**src/rtl/cs_pkg.sv**
```systemverilog
package cs_pkg;

  localparam int HI_W   = 16;  // region compare covers address bits 31:16
  localparam int WAIT_W = 4;
  localparam int PAGE_W = 22;  // address bits 31:10
  localparam int LO_W   = PAGE_W - HI_W;

  typedef struct packed {
    logic [HI_W-1:0]   base;
    logic [HI_W-1:0]   mask;
    logic              valid;
    logic              ack_en;
    logic [WAIT_W-1:0] wait_n;
  } region_cfg_t;

  typedef enum logic [1:0] {
    F_BASE  = 2'd0,
    F_MASK  = 2'd1,
    F_CTRL  = 2'd2,
    F_SPARE = 2'd3
  } field_e;

  localparam int CTRL_VALID = 5;
  localparam int CTRL_ACK   = 4;

  localparam logic [PAGE_W-1:0] MOD_BASE_RST = 22'h04_0000;

  function automatic region_cfg_t region_rst(int idx);
    region_cfg_t r;
    r = '0;
    case (idx)
      0: r = '{base: 16'hFFE0, mask: 16'h0003, valid: 1'b1, ack_en: 1'b1, wait_n: 4'd3};
      2: r = '{base: 16'h3000, mask: 16'h000F, valid: 1'b1, ack_en: 1'b1, wait_n: 4'd2};
      3: r = '{base: 16'h4000, mask: 16'h000F, valid: 1'b1, ack_en: 1'b0, wait_n: 4'd0};
      default: r = '0;
    endcase
    return r;
  endfunction

endpackage

```
**src/rtl/cs_rst_sync.sv**
```systemverilog
module cs_rst_sync #(
  parameter int STAGES = 2
) (
  input  logic clk_i,
  input  logic arst_n_i,
  output logic rst_n_o
);
  logic [STAGES-1:0] sync_q;

  always_ff @(posedge clk_i or negedge arst_n_i) begin
    if (!arst_n_i) sync_q <= '0;
    else           sync_q <= {sync_q[STAGES-2:0], 1'b1};
  end

  assign rst_n_o = sync_q[STAGES-1];
endmodule

```
**src/rtl/cs_cfg_regs.sv**
```systemverilog
module cs_cfg_regs
  import cs_pkg::*;
#(
  parameter int NUM_CS = 4,
  parameter int IDX_W  = 3
) (
  input  logic                clk_i,
  input  logic                rst_n_i,
  input  logic                we_i,
  input  logic [IDX_W-1:0]    idx_i,
  input  logic [1:0]          fld_i,
  input  logic [HI_W-1:0]     data_i,
  output region_cfg_t         cfg_o [NUM_CS],
  output logic [PAGE_W-1:0]   mod_base_o,
  output logic                boot_o
);
  region_cfg_t       cfg_q [NUM_CS];
  region_cfg_t       cfg_d [NUM_CS];
  logic [PAGE_W-1:0] mod_q, mod_d;
  logic              boot_q, boot_d;

  always_comb begin
    for (int k = 0; k < NUM_CS; k++) begin
      cfg_d[k] = cfg_q[k];
      if (we_i && int'(idx_i) == k) begin
        case (field_e'(fld_i))
          F_BASE: cfg_d[k].base = data_i;
          F_MASK: cfg_d[k].mask = data_i;
          F_CTRL: begin
            cfg_d[k].valid  = data_i[CTRL_VALID];
            cfg_d[k].ack_en = data_i[CTRL_ACK];
            cfg_d[k].wait_n = data_i[WAIT_W-1:0];
          end
          default: ;
        endcase
      end
    end
    mod_d = mod_q;
    if (we_i && int'(idx_i) == NUM_CS) begin
      if (field_e'(fld_i) == F_BASE) mod_d[PAGE_W-1:LO_W] = data_i;
      if (field_e'(fld_i) == F_MASK) mod_d[LO_W-1:0]      = data_i[LO_W-1:0];
    end
    boot_d = boot_q;
    if (we_i && idx_i == '0 && field_e'(fld_i) == F_MASK) boot_d = 1'b0;
  end

  always_ff @(posedge clk_i or negedge rst_n_i) begin
    if (!rst_n_i) begin
      for (int k = 0; k < NUM_CS; k++) cfg_q[k] <= region_rst(k);
      mod_q  <= MOD_BASE_RST;
      boot_q <= 1'b1;
    end else begin
      for (int k = 0; k < NUM_CS; k++) cfg_q[k] <= cfg_d[k];
      mod_q  <= mod_d;
      boot_q <= boot_d;
    end
  end

  assign cfg_o      = cfg_q;
  assign mod_base_o = mod_q;
  assign boot_o     = boot_q;

  assert_boot_clear_R3: assert property (@(posedge clk_i) disable iff (!rst_n_i)
    (we_i && idx_i == '0 && fld_i == 2'd1) |=> !boot_q);

  assert_boot_once_R2: assert property (@(posedge clk_i) disable iff (!rst_n_i)
    !boot_q |=> !boot_q);
endmodule

```
**src/rtl/cs_addr_decode.sv**
```systemverilog
module cs_addr_decode
  import cs_pkg::*;
#(
  parameter int NUM_CS = 4
) (
  input  logic [PAGE_W-1:0] addr_i,
  input  region_cfg_t       cfg_i [NUM_CS],
  input  logic [PAGE_W-1:0] mod_base_i,
  input  logic              boot_i,
  output logic [NUM_CS-1:0] sel_o,
  output logic              mod_hit_o,
  output logic              ack_en_o,
  output logic [WAIT_W-1:0] wait_o
);
  logic [NUM_CS-1:0] match;

  always_comb begin
    for (int k = 0; k < NUM_CS; k++) begin
      match[k] = cfg_i[k].valid &&
                 (((addr_i[PAGE_W-1:LO_W] ^ cfg_i[k].base) & ~cfg_i[k].mask) == '0);
    end
    match[0] = match[0] | boot_i;
  end

  assign mod_hit_o = (addr_i == mod_base_i);

  always_comb begin
    sel_o    = '0;
    ack_en_o = 1'b0;
    wait_o   = '0;
    for (int k = NUM_CS - 1; k >= 0; k--) begin
      if (match[k]) begin
        sel_o    = '0;
        sel_o[k] = 1'b1;
        ack_en_o = cfg_i[k].ack_en;
        wait_o   = cfg_i[k].wait_n;
      end
    end
    if (mod_hit_o) begin
      sel_o    = '0;
      ack_en_o = 1'b1;
      wait_o   = '0;
    end
  end
endmodule

```
**src/rtl/cs_cycle_ctl.sv**
```systemverilog
module cs_cycle_ctl
  import cs_pkg::*;
#(
  parameter int NUM_CS = 4
) (
  input  logic              clk_i,
  input  logic              rst_n_i,
  input  logic              ts_n_i,
  input  logic              ext_ta_n_i,
  input  logic [NUM_CS-1:0] sel_i,
  input  logic              mod_hit_i,
  input  logic              ack_en_i,
  input  logic [WAIT_W-1:0] wait_i,
  output logic [NUM_CS-1:0] cs_n_o,
  output logic              mod_sel_o,
  output logic              ta_n_o
);
  logic              busy_q, busy_d;
  logic [NUM_CS-1:0] cs_q, cs_d;
  logic              mod_q, mod_d;
  logic              en_q, en_d;
  logic [WAIT_W-1:0] cnt_q, cnt_d;
  logic              int_ack, ack_now;

  assign int_ack = busy_q && en_q && (cnt_q == '0);
  assign ack_now = int_ack || (busy_q && !ext_ta_n_i);

  always_comb begin
    busy_d = busy_q;
    cs_d   = cs_q;
    mod_d  = mod_q;
    en_d   = en_q;
    cnt_d  = cnt_q;
    if (!busy_q) begin
      if (!ts_n_i) begin
        busy_d = 1'b1;
        cs_d   = sel_i;
        mod_d  = mod_hit_i;
        en_d   = ack_en_i;
        cnt_d  = wait_i;
      end
    end else if (ack_now) begin
      busy_d = 1'b0;
      cs_d   = '0;
      mod_d  = 1'b0;
      en_d   = 1'b0;
    end else if (cnt_q != '0) begin
      cnt_d = cnt_q - 1'b1;
    end
  end

  always_ff @(posedge clk_i or negedge rst_n_i) begin
    if (!rst_n_i) begin
      busy_q <= 1'b0;
      cs_q   <= '0;
      mod_q  <= 1'b0;
      en_q   <= 1'b0;
      cnt_q  <= '0;
    end else begin
      busy_q <= busy_d;
      cs_q   <= cs_d;
      mod_q  <= mod_d;
      en_q   <= en_d;
      cnt_q  <= cnt_d;
    end
  end

  assign cs_n_o    = ~cs_q;
  assign mod_sel_o = mod_q;
  assign ta_n_o    = ~ack_now;

  assert_start_R1: assert property (@(posedge clk_i) disable iff (!rst_n_i)
    (!busy_q && !ts_n_i) |=> busy_q);

  assert_release_R1: assert property (@(posedge clk_i) disable iff (!rst_n_i)
    (busy_q && ack_now) |=> (cs_q == '0 && !mod_q));

  assert_hold_R11: assert property (@(posedge clk_i) disable iff (!rst_n_i)
    (busy_q && !ack_now) |=> (busy_q && $stable(cs_q) && $stable(mod_q)));

  assert_ack_pulse_R6: assert property (@(posedge clk_i) disable iff (!rst_n_i)
    int_ack |=> !int_ack);

  assert_one_select_R5: assert property (@(posedge clk_i) disable iff (!rst_n_i)
    $onehot0({cs_q, mod_q}));

  assert_no_match_quiet_R10: assert property (@(posedge clk_i) disable iff (!rst_n_i)
    (busy_q && cs_q == '0 && !mod_q) |-> !int_ack);
endmodule

```
**src/rtl/cs_ta_unit.sv**
```systemverilog
module cs_ta_unit
  import cs_pkg::*;
#(
  parameter int NUM_CS = 4,
  localparam int IDX_W  = $clog2(NUM_CS + 1),
  localparam int CFG_AW = IDX_W + 2
) (
  input  logic              clk_i,
  input  logic              arst_n_i,
  input  logic              ts_n_i,
  input  logic [PAGE_W-1:0] addr_i,
  input  logic              ext_ta_n_i,
  input  logic              cfg_we_i,
  input  logic [CFG_AW-1:0] cfg_addr_i,
  input  logic [HI_W-1:0]   cfg_data_i,
  output logic [NUM_CS-1:0] cs_n_o,
  output logic              mod_sel_o,
  output logic              ta_n_o
);
  logic              rst_n;
  region_cfg_t       cfg [NUM_CS];
  logic [PAGE_W-1:0] mod_base;
  logic              boot;
  logic [NUM_CS-1:0] sel;
  logic              mod_hit;
  logic              ack_en;
  logic [WAIT_W-1:0] wait_n;

  cs_rst_sync #(.STAGES(2)) u_rst (
    .clk_i    (clk_i),
    .arst_n_i (arst_n_i),
    .rst_n_o  (rst_n)
  );

  cs_cfg_regs #(.NUM_CS(NUM_CS), .IDX_W(IDX_W)) u_regs (
    .clk_i      (clk_i),
    .rst_n_i    (rst_n),
    .we_i       (cfg_we_i),
    .idx_i      (cfg_addr_i[CFG_AW-1:2]),
    .fld_i      (cfg_addr_i[1:0]),
    .data_i     (cfg_data_i),
    .cfg_o      (cfg),
    .mod_base_o (mod_base),
    .boot_o     (boot)
  );

  cs_addr_decode #(.NUM_CS(NUM_CS)) u_dec (
    .addr_i     (addr_i),
    .cfg_i      (cfg),
    .mod_base_i (mod_base),
    .boot_i     (boot),
    .sel_o      (sel),
    .mod_hit_o  (mod_hit),
    .ack_en_o   (ack_en),
    .wait_o     (wait_n)
  );

  cs_cycle_ctl #(.NUM_CS(NUM_CS)) u_ctl (
    .clk_i      (clk_i),
    .rst_n_i    (rst_n),
    .ts_n_i     (ts_n_i),
    .ext_ta_n_i (ext_ta_n_i),
    .sel_i      (sel),
    .mod_hit_i  (mod_hit),
    .ack_en_i   (ack_en),
    .wait_i     (wait_n),
    .cs_n_o     (cs_n_o),
    .mod_sel_o  (mod_sel_o),
    .ta_n_o     (ta_n_o)
  );
endmodule

```
**config.mk**
```make
export PLATFORM = sky130hd
export DESIGN_NAME = cs_ta_unit
export DESIGN_NICKNAME = d
export VERILOG_FILES = /design/src/rtl/cs_pkg.sv /design/src/rtl/cs_rst_sync.sv /design/src/rtl/cs_cfg_regs.sv /design/src/rtl/cs_addr_decode.sv /design/src/rtl/cs_cycle_ctl.sv /design/src/rtl/cs_ta_unit.sv
export SDC_FILE = /design/constraint.sdc
export NUM_CORES = 1
export LEC_CHECK = 0
export ABC_AREA = 0
export BUFFER_PORTS_ARGS = -buffer_cell sky130_fd_sc_hd__buf_2
export CAP_MARGIN = 0
export CORE_AREA = 2 2 163 165
export CTS_CLUSTER_DIAMETER = 40
export DETAILED_ROUTE_END_ITERATION = 7
export DIE_AREA = 0 0 165 167
export PLACE_DENSITY = 0.59
export RECOVER_POWER = 100
export SLEW_MARGIN = 20
export SYNTH_ARGS = -nofsm -noshare
export SYNTH_HDL_FRONTEND = slang
export SYNTH_HIERARCHICAL = 1
export SYNTH_SLANG_ARGS = --single-unit
```
**constraint.sdc**
```tcl
create_clock -name clk_i -period 15.85 [get_ports clk_i]
set_clock_uncertainty 0.05 [all_clocks]
set_input_delay 1.585 -clock clk_i [delete_from_list [all_inputs] [get_ports clk_i]]
set_output_delay 1.585 -clock clk_i [all_outputs]
set_load 0.005 [all_outputs]
```
**Word-level counts from Yosys, hierarchy flattened**

Cells that the tools add are included.

- Bits in registers: 188
- Input port bits: 48

- Add/subtract/negate cells: 1
- Equality and inequality tests: 11
- Multiplexer cells: 30
- Bitwise logic cells: 15
- Reduce and logical (&&, ||, !) cells: 41

Operators with widths:

| cell | number |
|---|---|
| two-way mux 4 bit | 17 |
| AND 16 bit | 4 |
| logical NOT 16 bit | 4 |
| NOT 16 bit | 4 |
| bitwise XOR 16 bit | 4 |
| AND reduction 2 bit | 15 |
| == test 22 bit | 1 |
| logical AND 1 bit | 14 |
| two-way mux 1 bit | 13 |
| == test 3 bit (second input constant) | 3 |
| logical NOT 3 bit | 2 |
| != test 2 bit (second input constant) | 3 |
| logical NOT 4 bit | 1 |
| NOT 4 bit | 1 |
| nonzero test 4 bit | 1 |
| subtractor 4 x 1 -> 4 bit (second input constant) | 1 |
| == test 3 x 2 -> 1 bit (second input constant) | 1 |
| AND reduction 3 bit | 1 |
| == test 2 x 1 -> 1 bit (second input constant) | 1 |
| == test 2 bit (second input constant) | 1 |
| logical NOT 2 bit | 1 |
| != test 2 x 1 -> 1 bit (second input constant) | 1 |
| logical NOT 1 bit | 1 |
| logical OR 1 bit | 1 |
| 2 further kinds | 2 |

**Depth between registers and ports, before layout**

Gate-level depths: netlist of the first run.

- Depth in word-level cells: 11
- Mapped depth: 11
- Depth with buffers taken out: 9

**Cells and area by module**

Netlist of the first run, hierarchy kept.

By module, submodules not included:

| module | times used | cells an instance | area an instance (µm²) | sequential area each (µm²) |
|---|---|---|---|---|
| cs_cfg_regs | 1 | 390 | 6740.2 | 4421.7 |
| cs_addr_decode | 1 | 195 | 1556.5 | 0.0 |
| cs_cycle_ctl | 1 | 62 | 605.6 | 275.3 |
| cs_rst_sync | 1 | 3 | 53.8 | 50.0 |

**Worst setup path after synthesis of the first run**

OpenSTA, ideal clock, no wires.

- Kind: in2reg
- From: input addr_i[7]
- To: register u_ctl.cnt_q[0]
- Arrival: 3.293 ns
- Path slack: 12.380 ns
- Stages: 11
- Cell sequence: buf_2 -> xnor2_1 -> o22ai_1 -> nor4_4 -> and3_1 -> buf_6 -> o211ai_1 -> a32o_1 -> nor2b_1 -> a211oi_1 -> a21oi_1

- Word-level cells in the longest chain between the ends: 11

RTL lines:

| what | RTL line | text |
|---|---|---|
| from (decl) | cs_ta_unit.sv:11 | `input logic [PAGE_W-1:0] addr_i,` |
| bitwise XOR 16 bit | cs_addr_decode.sv:20 | `(((addr_i[PAGE_W-1:LO_W] ^ cfg_i[k].base) & ~cfg_i[k].mask) == '0);` |
| AND 16 bit | cs_addr_decode.sv:20 |  |
| logical NOT 16 bit | cs_addr_decode.sv:20 |  |
| logical AND 1 bit | cs_addr_decode.sv:19 | `match[k] = cfg_i[k].valid &&` |
| two-way mux 4 bit (4 in series) | cs_addr_decode.sv:32 | `if (match[k]) begin` |
| two-way mux 4 bit * | cs_addr_decode.sv:39 | `if (mod_hit_o) begin` |
| named net wait_n[0] | cs_ta_unit.sv:27 | `logic [WAIT_W-1:0] wait_n;` |
| two-way mux 4 bit * | cs_cycle_ctl.sv:35 | `if (!ts_n_i) begin` |
| two-way mux 4 bit * | cs_cycle_ctl.sv:34 | `if (!busy_q) begin` |
| to (signal assigned) | cs_cycle_ctl.sv:64 | `cnt_q <= cnt_d;` |
| to (decl) | cs_cycle_ctl.sv:22 | `logic [WAIT_W-1:0] cnt_q, cnt_d;` |

Mark *: on every way through the listed nets, which the timed path passes. The rest lies on a longest branch. The select of a mux whose other input is x is not followed.
A chain may end at the register's enable or synchronous reset.

==> reports/metrics.csv, run 1 <==
stage;metric;value;unit
synthesis;number of synthesized flops with an enable pin;0;
die;Die Y;167;µm
timing;Tmin final;4.92;ns
synthesis;Main synth FF type;dfrtp_1;
die;io pins;54;
global_routing;first-pass GRT wire length;32900;µm
synthesis;cell with the most instances after synthesis;mux2_2;
power_and_ir_drop;switching pwr;0.000364;W
power_and_ir_drop;Worst IR Drop VDD;0.0663;mV
worst_setup_path;crit-path max cell delay;2.45;ns
placed_design;post-place setup slack;11.58;ns
synthesis;syn_nets;700;
synthesis;Synth async-reset ratio;100;%
power_and_ir_drop;switch share;26.7;%
timing;period utilization;31.0;%
clock_tree;CTS Sinks;188;
clock_tree;H-tree Lvls;4;
global_routing;total track usage;16.1;%
worst_setup_path;reg2reg setup slack;10.93;ns
worst_setup_path;Worst Setup SP;u_rst/sync_q[1]$_DFF_PN0_;
placed_design;IO Port Bufs;53;
power_and_ir_drop;static leakage;4.25;nW
synthesis;Cell Area, Synth;8960;µm²
die;die area;27600;µm²
global_routing;number of global-route vias before repair;5366;
synthesis;Yosys top cell area share;43.0;%
timing;worst slew pin tran;3.36;ns
clock_tree;cts hold-fix bufs;0;
status;status;finished with violations;
finish;Final Instance Area;9910;µm²
flow_run;Max Cap Viol;2;
synthesis;Post-Syn Area per Cell;13.8;µm²
clock_tree;clock transition at the registers of the reported paths;0.07;ns
synthesis;Area contributors post-synth;dfrtp_1 (43%), mux2_2 (21%), dfstp_2 (10%);
timing;total negative slack;0;ns
worst_setup_path;crit path max fanout;78;
drt;DRC;0;
clock_tree;cts bufs inserted;17;
power_and_ir_drop;Int Power;0.000999;W
drt;initial DRC count;276;
timing;setup slack after layout;10.93;ns
global_routing;largest net degree at the start of global routing;79;
power_and_ir_drop;Comb pwr share;18.2;%
synthesis;top cells by count, synth;mux2_2 (164), dfrtp_1 (154), xnor2_1 (65), dfstp_2 (34), o22ai_1 (25);
worst_setup_path;Worst Setup EP;u_regs/cfg_o[40]$_DFFE_PN0P_;
drt;number of iterations in the first detailed-routing pass;4;
placed_design;Post-DP Area;9390;µm²
die;Die W;165;µm
clock_tree;# resized after CTS;0;
status;violated checks;capacitance limit, slew limit;
worst_setup_path;launch point of the worst reg-to-reg path;u_rst/sync_q[1]$_DFF_PN0_;
min_path;worst hold path type;register to register;
power_and_ir_drop;PwrDens;138;nW/µm²
worst_setup_path;Crit path max-delay family;buffers and inverters;
worst_setup_path;Startpoint Class;register;
finish;Net count, final;738;
timing;relative slew slack;-124;%
power_and_ir_drop;clock share of power;34.2;%
worst_setup_path;worst path cell trace;clkbuf_1 > buf_6;
die;core box area;25800;µm²
finish;ratio of cells with drive above 1 in the final layout;41.9;%
die;row count;59;
worst_setup_path;CP bufs+invs;2;
clock_tree;Post-CTS Setup Bufs;0;
synthesis;Post-Syn Instances;650;
placed_design;detailed-placement wirelength estimate;14700;µm
timing;Final Hold Fails;0;
worst_setup_path;kind of end point of the critical path;asynchronous set/reset pin;
clock_tree;Max clock buf depth;2;
drt;vias;5219;
synthesis;Yosys cell types;57;
timing;RSZ-0062 raised after global routing;false;
worst_setup_path;instance count on the critical path;2;
drt;DR vias/cell;5.03;
drt;Post-DRT Antenna Nets;0;
placed_design;Final GP Congestion;0.805;
drt;total wire length;21400;µm
power_and_ir_drop;Flop pwr share;47.6;%
synthesis;Synthesis Warnings;6;
finish;utilization after layout;38.5;%
worst_setup_path;Register-to-Register Path Depth;2;
synthesis;leading area contributor after synthesis;dfrtp_1;
timing;Setup violations, final;0;
die;Initial Util;34.8;%
drt;WL/cell;20.6;µm
global_routing;antenna violations before repair;0;
worst_setup_path;crit path kind;register to asynchronous set/reset pin;
worst_setup_path;critical path arrival;5.36;ns
synthesis;FF+latch count, synth;188;
worst_setup_path;CP max stage cell;clkbuf_1;
clock_tree;Worst-Skew Late Latency;0.43;ns
timing;Fmax;0.203;GHz
synthesis;sequential fraction of the synthesis area;53.0;%
global_routing;GRT overflow;0;
finish;Syn-to-layout area delta;10.6;%
timing;Max Slew Vio Count;112;
worst_setup_path;Worst R2R End;u_regs/cfg_o[40]$_DFFE_PN0P_;
clock_tree;root buffer cell;clkbuf_16;
worst_setup_path;Required @ worst endpoint;16.29;ns
clock_tree;CTS tree;built;
-- cell type report --
| cell class | instances | area, µm² |
|---|---|---|
| fill | 2453 | 15900 |
| sequential | 188 | 4750 |
| inverter | 9 | 33.8 |
| multi-input combinational | 415 | 3790 |
| timing repair buffer | 57 | 274 |
| antenna | 1 | 2.50 |
| clock buffer | 22 | 484 |
| clock inverter | 10 | 161 |
| tap | 335 | 419 |
-- worst min-delay path by stage --
stage / end / depth (start not counted) / start / slack (ns)
after global placement: u_rst/sync_q[1]$_DFF_PN0_ / 0 / u_rst/sync_q[0]$_DFF_PN0_ / 0.29
after detailed placement: u_rst/sync_q[1]$_DFF_PN0_ / 0 / u_rst/sync_q[0]$_DFF_PN0_ / 0.29
after global routing: u_rst/sync_q[1]$_DFF_PN0_ / 0 / u_rst/sync_q[0]$_DFF_PN0_ / 0.31
final: u_rst/sync_q[1]$_DFF_PN0_ / 0 / u_rst/sync_q[0]$_DFF_PN0_ / 0.30
after CTS: u_rst/sync_q[1]$_DFF_PN0_ / 0 / u_rst/sync_q[0]$_DFF_PN0_ / 0.30
after floorplan: u_rst/sync_q[1]$_DFF_PN0_ / 0 / u_rst/sync_q[0]$_DFF_PN0_ / 0.28
-- through the flow --
| stage | std cells | total power (W) | hold slack [ns] |
|---|---|---|---|
| after floorplan | 650 | 0.000841 | 0.281 |
| after global placement | 1004 | 0.000907 | 0.288 |
| after detailed placement | 1004 | 0.000914 | 0.287 |
| after CTS | 1036 | 0.00138 | 0.303 |
| after global routing | 1036 | 0.00143 | 0.307 |
| final | 1037 | 0.00136 | 0.302 |
-- layer usage --
layer | vias up | track usage (%) | wire length (µm)
li1 | 2382 | - | -
met3 | 17 | 3.14 | 626
met4 | 0 | 4.20 | 325
met1 | 2739 | 23.0 | 10500
met2 | 81 | 25.1 | 9970
met5 | - | 0 | 0
-- state kept, by name (all words and copies together) (netlist names), 2 cells and up --
| register | cells |
|---|---|
| u_regs/mod_base_o | 22 |
| u_rst/sync_q | 2 |
| u_regs/cfg_o | 152 |
| u_ctl/cnt_q | 4 |
| u_ctl/cs_q | 4 |
-- cell usage in the layout (no fill, tap or decap), types with 5 or more instances in the layout --
cell,Yosys,routed
nor2_1,19,19
dfrtp_1,154,154
xnor2_1,65,65
nand2_1,9,15
clkbuf_1,6,15
mux2_2,164,164
mux2_1,0,9
o22ai_1,25,25
nand4_1,11,11
xor2_1,18,18
dfstp_2,34,34
nor3_1,6,6
nor4_1,6,7
and3_1,7,7
a21oi_1,4,5
clkbuf_16,0,17
nor2b_1,5,6
buf_2,17,42
inv_1,9,9
-- power by group through the flow --
| stage | Combinational [W] | Clock [W] | Sequential [W] |
|---|---|---|---|
| after floorplan | 0.000196 | 0 | 0.000645 |
| after global placement | 0.000252 | 0 | 0.000655 |
| after detailed placement | 0.000256 | 0 | 0.000658 |
| after CTS | 0.000257 | 0.000477 | 0.000650 |
| after global routing | 0.000272 | 0.000496 | 0.000662 |
| final | 0.000248 | 0.000466 | 0.000649 |
-- kinds of logic (layout without fill, tap and decap cells) --
group           Yosys count  in the layout  share of synthesized area, %
flops                   188            188                          53.0
mux                     174            174                          22.3
simple gates             94             94                          7.11
xor+xnor                 87             87                          8.97
compound gates           57             57                          4.78
buf+inv                  47             98                          3.52
fa+ha+maj                 2              2                         0.279
other cells               1              2                        0.0419
No activity file was read; power rests on OpenSTA's default activity.
==> run 2, diff against run 1 <==
clock period = 4.7 ns   (was 15.85 ns; I/O delays follow)
==> run 2 against run 1 <==
The flow still finishes with violations (capacitance limit, slew limit). Power increased to 3.4 times the previous value. Hold slack got worse by 0.058 ns. Non-clock buffer count increased by 2. Sequential power increased to 3.4 times the previous value. Critical endpoint is now u_regs/cfg_o[128]$_DFFE_PN0P_. Sequential share of layout area about the same. Final area about the same. Via count about the same. Sequential cell count unchanged.
==> reports/metrics.csv, run 2 (synthesized netlist as in run 1, its figures left out) <==
stage;metric;value;unit;change
status;status;finished with violations;;
status;violated checks;capacitance limit, slew limit;;
finish;Syn-to-layout area delta;10.7;%;about the same
finish;number of fill cells;2464;;+0.45%
worst_setup_path;CP bufs+invs;1;;-1
power_and_ir_drop;Power, Total;0.00458;W;+240%
clock_tree;Max clock buf depth;2;;unchanged
timing;Fmax;0.313;GHz;+54%
worst_setup_path;Register-to-Register Path Depth;1;;-1
clock_tree;# resized after CTS;0;;unchanged
placed_design;IO Port Bufs;53;;unchanged
finish;commonest non-fill, non-tap cells in the layout;mux2_2 (164), dfrtp_1 (154), xnor2_1 (65);;
timing;Max Slew Vio Count;68;;-39%
worst_setup_path;critical path arrival;3.60;ns;-1.76 ns
drt;total wire length;21500;µm;+0.55%
timing;relative slew slack;-81.9;%;+42 points
global_routing;M1 GR Usage;23.7;%;+0.62 points
power_and_ir_drop;switch share;27.5;%;+0.79 points
die;Die Y;167;µm;unchanged
clock_tree;root buffer cell;clkbuf_16;;
clock_tree;CTS Sinks;188;;unchanged
power_and_ir_drop;clock share of power;34.0;%;-0.2 points
timing;RSZ-0062 raised after global routing;false;;
power_and_ir_drop;Comb pwr share;18.3;%;about the same
worst_setup_path;Worst R2R End;u_regs/cfg_o[128]$_DFFE_PN0P_;;
global_routing;number of global-route vias before repair;5403;;+0.69%
worst_setup_path;Startpoint Class;register;;
global_routing;met3 Resource Use GR;3.06;%;-0.075 points
drt;initial DRC count;251;;-9.1%
die;die area;27600;µm²;unchanged
power_and_ir_drop;Worst IR Drop VDD;0.249;mV;+280%
drt;Post-DRT Antenna Nets;0;;unchanged
drt;vias;5224;;+0.096%
global_routing;largest net degree at the start of global routing;68;;-14%
global_routing;total track usage;16.5;%;+0.34 points
global_routing;met2 Track Usage GR;24.9;%;-0.20 points
die;core box area;25800;µm²;unchanged
drt;DR vias/cell;5.02;;-0.19%
clock_tree;cts bufs inserted;17;;unchanged
power_and_ir_drop;Flop pwr share;47.7;%;about the same
placed_design;Final GP Congestion;0.771;;-4.3%
die;row count;59;;unchanged
worst_setup_path;Required @ worst endpoint;5.10;ns;-11.19 ns
finish;Net count, final;740;;+0.27%
worst_setup_path;launch point of the worst reg-to-reg path;u_rst/sync_q[1]$_DFF_PN0_;;
drt;number of iterations in the first detailed-routing pass;4;;unchanged
placed_design;detailed-placement wirelength estimate;14900;µm;+1.2%
worst_setup_path;CP max stage cell;dfrtp_1;;
global_routing;antenna violations before repair;1;;+1
timing;Tmin final;3.20;ns;-1.72 ns
worst_setup_path;kind of end point of the critical path;asynchronous set/reset pin;;
timing;period utilization;68.0;%;+37 points
power_and_ir_drop;PwrDens;462;nW/µm²;+240%
global_routing;first-pass GRT wire length;33400;µm;+1.6%
timing;total negative slack;0;ns;unchanged
worst_setup_path;crit-path max cell delay;2.18;ns;-0.27 ns
global_routing;GRT overflow;0;;unchanged
global_routing;gr busiest metal;met2;;
timing;Final Hold Fails;0;;unchanged
worst_setup_path;crit path max fanout;67;;-14%
clock_tree;Post-CTS Setup Bufs;0;;unchanged
clock_tree;Worst-Skew Late Latency;0.43;ns;about the same
worst_setup_path;Worst Setup EP;u_regs/cfg_o[128]$_DFFE_PN0P_;;
finish;Largest register FFs;152;;unchanged
worst_setup_path;Worst Setup SP;u_rst/sync_q[1]$_DFF_PN0_;;
clock_tree;cts hold-fix bufs;1;;+1
worst_setup_path;worst path cell trace;clkbuf_2;;
clock_tree;clock transition at the registers of the reported paths;0.07;ns;about the same
power_and_ir_drop;static leakage;4.27;nW;+0.34%
worst_setup_path;instance count on the critical path;1;;-1
worst_setup_path;crit path kind;register to asynchronous set/reset pin;;
die;Initial Util;34.8;%;unchanged
clock_tree;CTS tree;built;;
finish;commonest non-fill, non-tap cell in the layout;mux2_2;;
timing;worst slew pin tran;2.73;ns;-0.632 ns
timing;Setup violations, final;0;;unchanged
worst_setup_path;Crit path max-delay family;flip-flops;;
flow_run;Max Cap Viol;1;;-1
die;io pins;54;;unchanged
worst_setup_path;reg2reg setup slack;1.50;ns;-9.43 ns
power_and_ir_drop;Int Power;0.00332;W;+230%
min_path;worst hold path type;input pin to register;;
drt;DRC;0;;unchanged
clock_tree;H-tree Lvls;4;;unchanged
die;Die W;165;µm;unchanged
power_and_ir_drop;switching pwr;0.00126;W;+250%
finish;ratio of cells with drive above 1 in the final layout;42.4;%;+0.45 points
drt;WL/cell;20.7;µm;+0.26%
[run 2: changes by cell type in the layout (fill, tap and decap cells not counted), sizes merged, moves of 2 or more]
| cell | before | now |
|---|---|---|
| clkbuf | 36 | 28 |
| inv | 9 | 14 |
| buf | 43 | 47 |
| clkinv | 3 | 5 |
| clkinvlp | 3 | 1 |
[run 2: cell type report]
type	count	area, µm²	share of cell area (%)
inverter	9	33.8	0.341
sequential	188	4750	47.9
multi-input combinational	415	3780	38.1
clock inverter	15	211	2.13
timing repair buffer	59	293	2.95
clock buffer	17	425	4.29
tap	335	419	4.23
antenna	2	5.00	0.0505
[run 2: through the flow]
| step | instance area, µm² | cells | hold slack, ns | util [%] | setup slack [ns] |
|---|---|---|---|---|---|
| after floorplan | 8960 | 650 | 0.124 | - | 1.58 |
| after global placement | 9400 | 1005 | 0.210 | 36.5 | 1.61 |
| after detailed placement | 9400 | 1005 | 0.212 | 36.5 | 1.62 |
| after CTS | 10000 | 1038 | 0.234 | 39.0 | 1.90 |
| after global routing | 9910 | 1038 | 0.242 | 38.4 | 0.862 |
| final | 9910 | 1040 | 0.243 | 38.5 | 1.50 |
[run 2: worst min path at each step]
stage | start | to | depth (start not counted)
after floorplan | arst_n_i | u_rst/sync_q[0]$_DFF_PN0_ | 0
after detailed placement | arst_n_i | u_rst/sync_q[0]$_DFF_PN0_ | 1
final | ts_n_i | u_ctl/busy_q$_DFF_PN0_ | 2
after CTS | ts_n_i | u_ctl/busy_q$_DFF_PN0_ | 2
after global routing | ts_n_i | u_ctl/busy_q$_DFF_PN0_ | 2
after global placement | arst_n_i | u_rst/sync_q[0]$_DFF_PN0_ | 1
[run 2: power by group through the flow]
stage / clock network, W / registers (W) / logic (W)
6_report: 0.00156 / 0.00218 / 0.000838
3_3_place_gp: 0 / 0.00221 / 0.000850
3_5_place_dp: 0 / 0.00222 / 0.000866
2_1_floorplan: 0 / 0.00217 / 0.000662
5_1_grt: 0.00166 / 0.00223 / 0.000917
4_1_cts: 0.00159 / 0.00219 / 0.000872
[run 2: metal layers]
layer / vias up / routed length (µm)
met2: 94 / 9770
met3: 23 / 753
met1: 2727 / 10600
met4: 0 / 407
met5: - / 0
li1: 2380 / -
==> run 3, diff against run 2 <==
clock period = 3.24 ns   (was 4.7 ns; I/O delays follow)
==> run 3 against run 2 <==
The run still ends with capacitance limit, slew limit left. Non-clock buffer count increased by 1. Global-route usage decreased by 0.34 points. Maximum frequency increased by 20%. Combinational power increased by 47%. Sequential power increased by 45%. Clock-buffer cell count increased by 3. Via count increased by 0.13%. Hold slack got worse by 0.14 ns. Sequential share of layout area decreased by 0.10 points. Power increased by 43%. Sequential cell count unchanged.
==> reports/metrics.csv, run 3 (synthesized netlist as in run 1, its figures left out) <==
stage;metric;value;unit;change
global_routing;first-pass GRT wire length;32800;µm;-1.8%
worst_setup_path;crit path max fanout;12;;-82%
finish;commonest non-fill, non-tap cells in the layout;mux2_2 (164), dfrtp_1 (154), xnor2_1 (65);;
worst_setup_path;Required @ worst endpoint;3.50;ns;-1.60 ns
worst_setup_path;kind of end point of the critical path;register;;
worst_setup_path;Startpoint Class;register;;
clock_tree;CTS Sinks;188;;unchanged
timing;relative slew slack;-57.3;%;+25 points
global_routing;total track usage;16.1;%;-0.34 points
placed_design;IO Port Bufs;53;;unchanged
drt;DRC;0;;unchanged
finish;Net count, final;741;;+0.14%
min_path;hold path depth;2;;unchanged
clock_tree;root buffer cell;clkbuf_16;;
power_and_ir_drop;PwrDens;657;nW/µm²;+42%
clock_tree;Worst-Skew Late Latency;0.43;ns;about the same
drt;WL/cell;20.5;µm;-0.90%
status;violated checks;capacitance limit, slew limit;;
die;die area;27600;µm²;unchanged
finish;number of fill cells;2436;;-1.1%
clock_tree;# resized after CTS;0;;unchanged
drt;initial DRC count;357;;+42%
clock_tree;H-tree Lvls;4;;unchanged
timing;period utilization;82.3;%;+14 points
power_and_ir_drop;Worst IR Drop VDD;0.368;mV;+48%
finish;ratio of cells with drive above 1 in the final layout;42.5;%;+0.082 points
power_and_ir_drop;static leakage;4.26;nW;-0.13%
status;status;finished with violations;;
clock_tree;Max clock buf depth;2;;unchanged
clock_tree;cts bufs inserted;17;;unchanged
timing;Fmax;0.375;GHz;+20%
placed_design;post-place setup slack;0.478;ns;-1.14 ns
drt;vias;5231;;+0.13%
clock_tree;CTS tree;built;;
global_routing;antenna violations before repair;2;;+1
drt;number of iterations in the first detailed-routing pass;4;;unchanged
clock_tree;clock transition at the registers of the reported paths;0.07;ns;about the same
timing;Tmin final;2.67;ns;-0.530 ns
die;row count;59;;unchanged
die;io pins;54;;unchanged
worst_setup_path;critical path arrival;2.93;ns;-0.67 ns
drt;total wire length;21300;µm;-0.81%
timing;RSZ-0062 raised after global routing;false;;
timing;total negative slack;0;ns;unchanged
timing;hold_ws;0.107;ns;-0.136 ns
timing;Setup violations, final;0;;unchanged
die;Initial Util;34.8;%;unchanged
drt;DR vias/cell;5.02;;about the same
finish;Syn-to-layout area delta;10.9;%;
flow_run;Max Cap Viol;1;;unchanged
timing;Max Slew Vio Count;55;;-19%
global_routing;largest net degree at the start of global routing;70;;+2.9%
worst_setup_path;reg2reg setup slack;0.57;ns;-0.93 ns
die;core box area;25800;µm²;unchanged
placed_design;Final GP Congestion;0.800;;+3.9%
clock_tree;cts hold-fix bufs;1;;unchanged
finish;commonest non-fill, non-tap cell in the layout;mux2_2;;
global_routing;GRT overflow;0;;unchanged
worst_setup_path;Register-to-Register Path Depth;9;;+8
finish;Largest register FFs;152;;unchanged
placed_design;detailed-placement wirelength estimate;14600;µm;-1.9%
timing;Final Hold Fails;0;;unchanged
die;Die Y;167;µm;unchanged
worst_setup_path;crit path kind;register to register;;
die;Die W;165;µm;unchanged
timing;setup slack after layout;0.575;ns;-0.930 ns
min_path;worst hold path type;input pin to register;;
clock_tree;Post-CTS Setup Bufs;0;;unchanged
global_routing;number of global-route vias before repair;5351;;-0.96%
drt;Post-DRT Antenna Nets;0;;unchanged
timing;worst slew pin tran;2.36;ns;-0.369 ns
run 3: critical path, cell delays in order (launching register included):
cell and delay [ns]:
dfrtp_1 0.39, xnor2_1 0.19, o22ai_1 0.14, nor4_1 0.47, nand3_1 0.18, clkbuf_1 0.28
or2_2 0.34, a32o_1 0.27, a21oi_1 0.14, a21oi_1 0.08
run 3: final cells by class:
cell class	instances	area (µm²)	area share, %
antenna	2	5.00	0.0504
clock buffer	20	467	4.70
clock inverter	12	135	1.36
inverter	9	33.8	0.340
multi-input combinational	415	3800	38.3
sequential	188	4750	47.8
tap	335	419	4.22
timing repair buffer	60	323	3.25
run 3: worst paths after layout:
kind / endpoint / start
min: u_ctl/busy_q$_DFF_PN0_ / ts_n_i
min in group asynchronous: u_rst/sync_q[0]$_DFF_PN0_ / arst_n_i
max: u_ctl/cnt_q[1]$_DFFE_PN0P_ / u_regs/cfg_o[105]$_DFFE_PN0P_
max reg2reg: u_ctl/cnt_q[1]$_DFFE_PN0P_ / u_regs/cfg_o[105]$_DFFE_PN0P_
min reg2reg: u_rst/sync_q[1]$_DFF_PN0_ / u_rst/sync_q[0]$_DFF_PN0_
max in group asynchronous: u_regs/cfg_o[110]$_DFFE_PN0P_ / u_rst/sync_q[1]$_DFF_PN0_
run 3: report_power, final:
| part | internal [W] | switching (W) | leakage [nW] | total [W] |
|---|---|---|---|---|
| combinational | 0.000656 | 0.000574 | 1.65 | 0.00123 |
| clock | 0.00120 | 0.000919 | 0.285 | 0.00212 |
| sequential | 0.00286 | 0.000311 | 2.32 | 0.00317 |
| total | 0.00472 | 0.00180 | 4.26 | 0.00653 |
run 3: layer usage:
layer  vias to the layer above  track usage [%]  wire length [µm]
met2                        86             25.0             10000
met5                         -                0                 0
met1                      2723             22.7             10300
met4                         0             4.01               209
li1                       2405                -                 -
met3                        17             3.86               830
run 3: stage by stage:
stage	cells	utilization (%)	total power, W	instance area (µm²)
after floorplan	650	-	0.00411	8960
after global placement	1006	36.6	0.00445	9430
after detailed placement	1006	36.6	0.00448	9430
after CTS	1039	39.0	0.00663	10000
after global routing	1039	38.5	0.00686	9930
final	1041	38.6	0.00653	9930
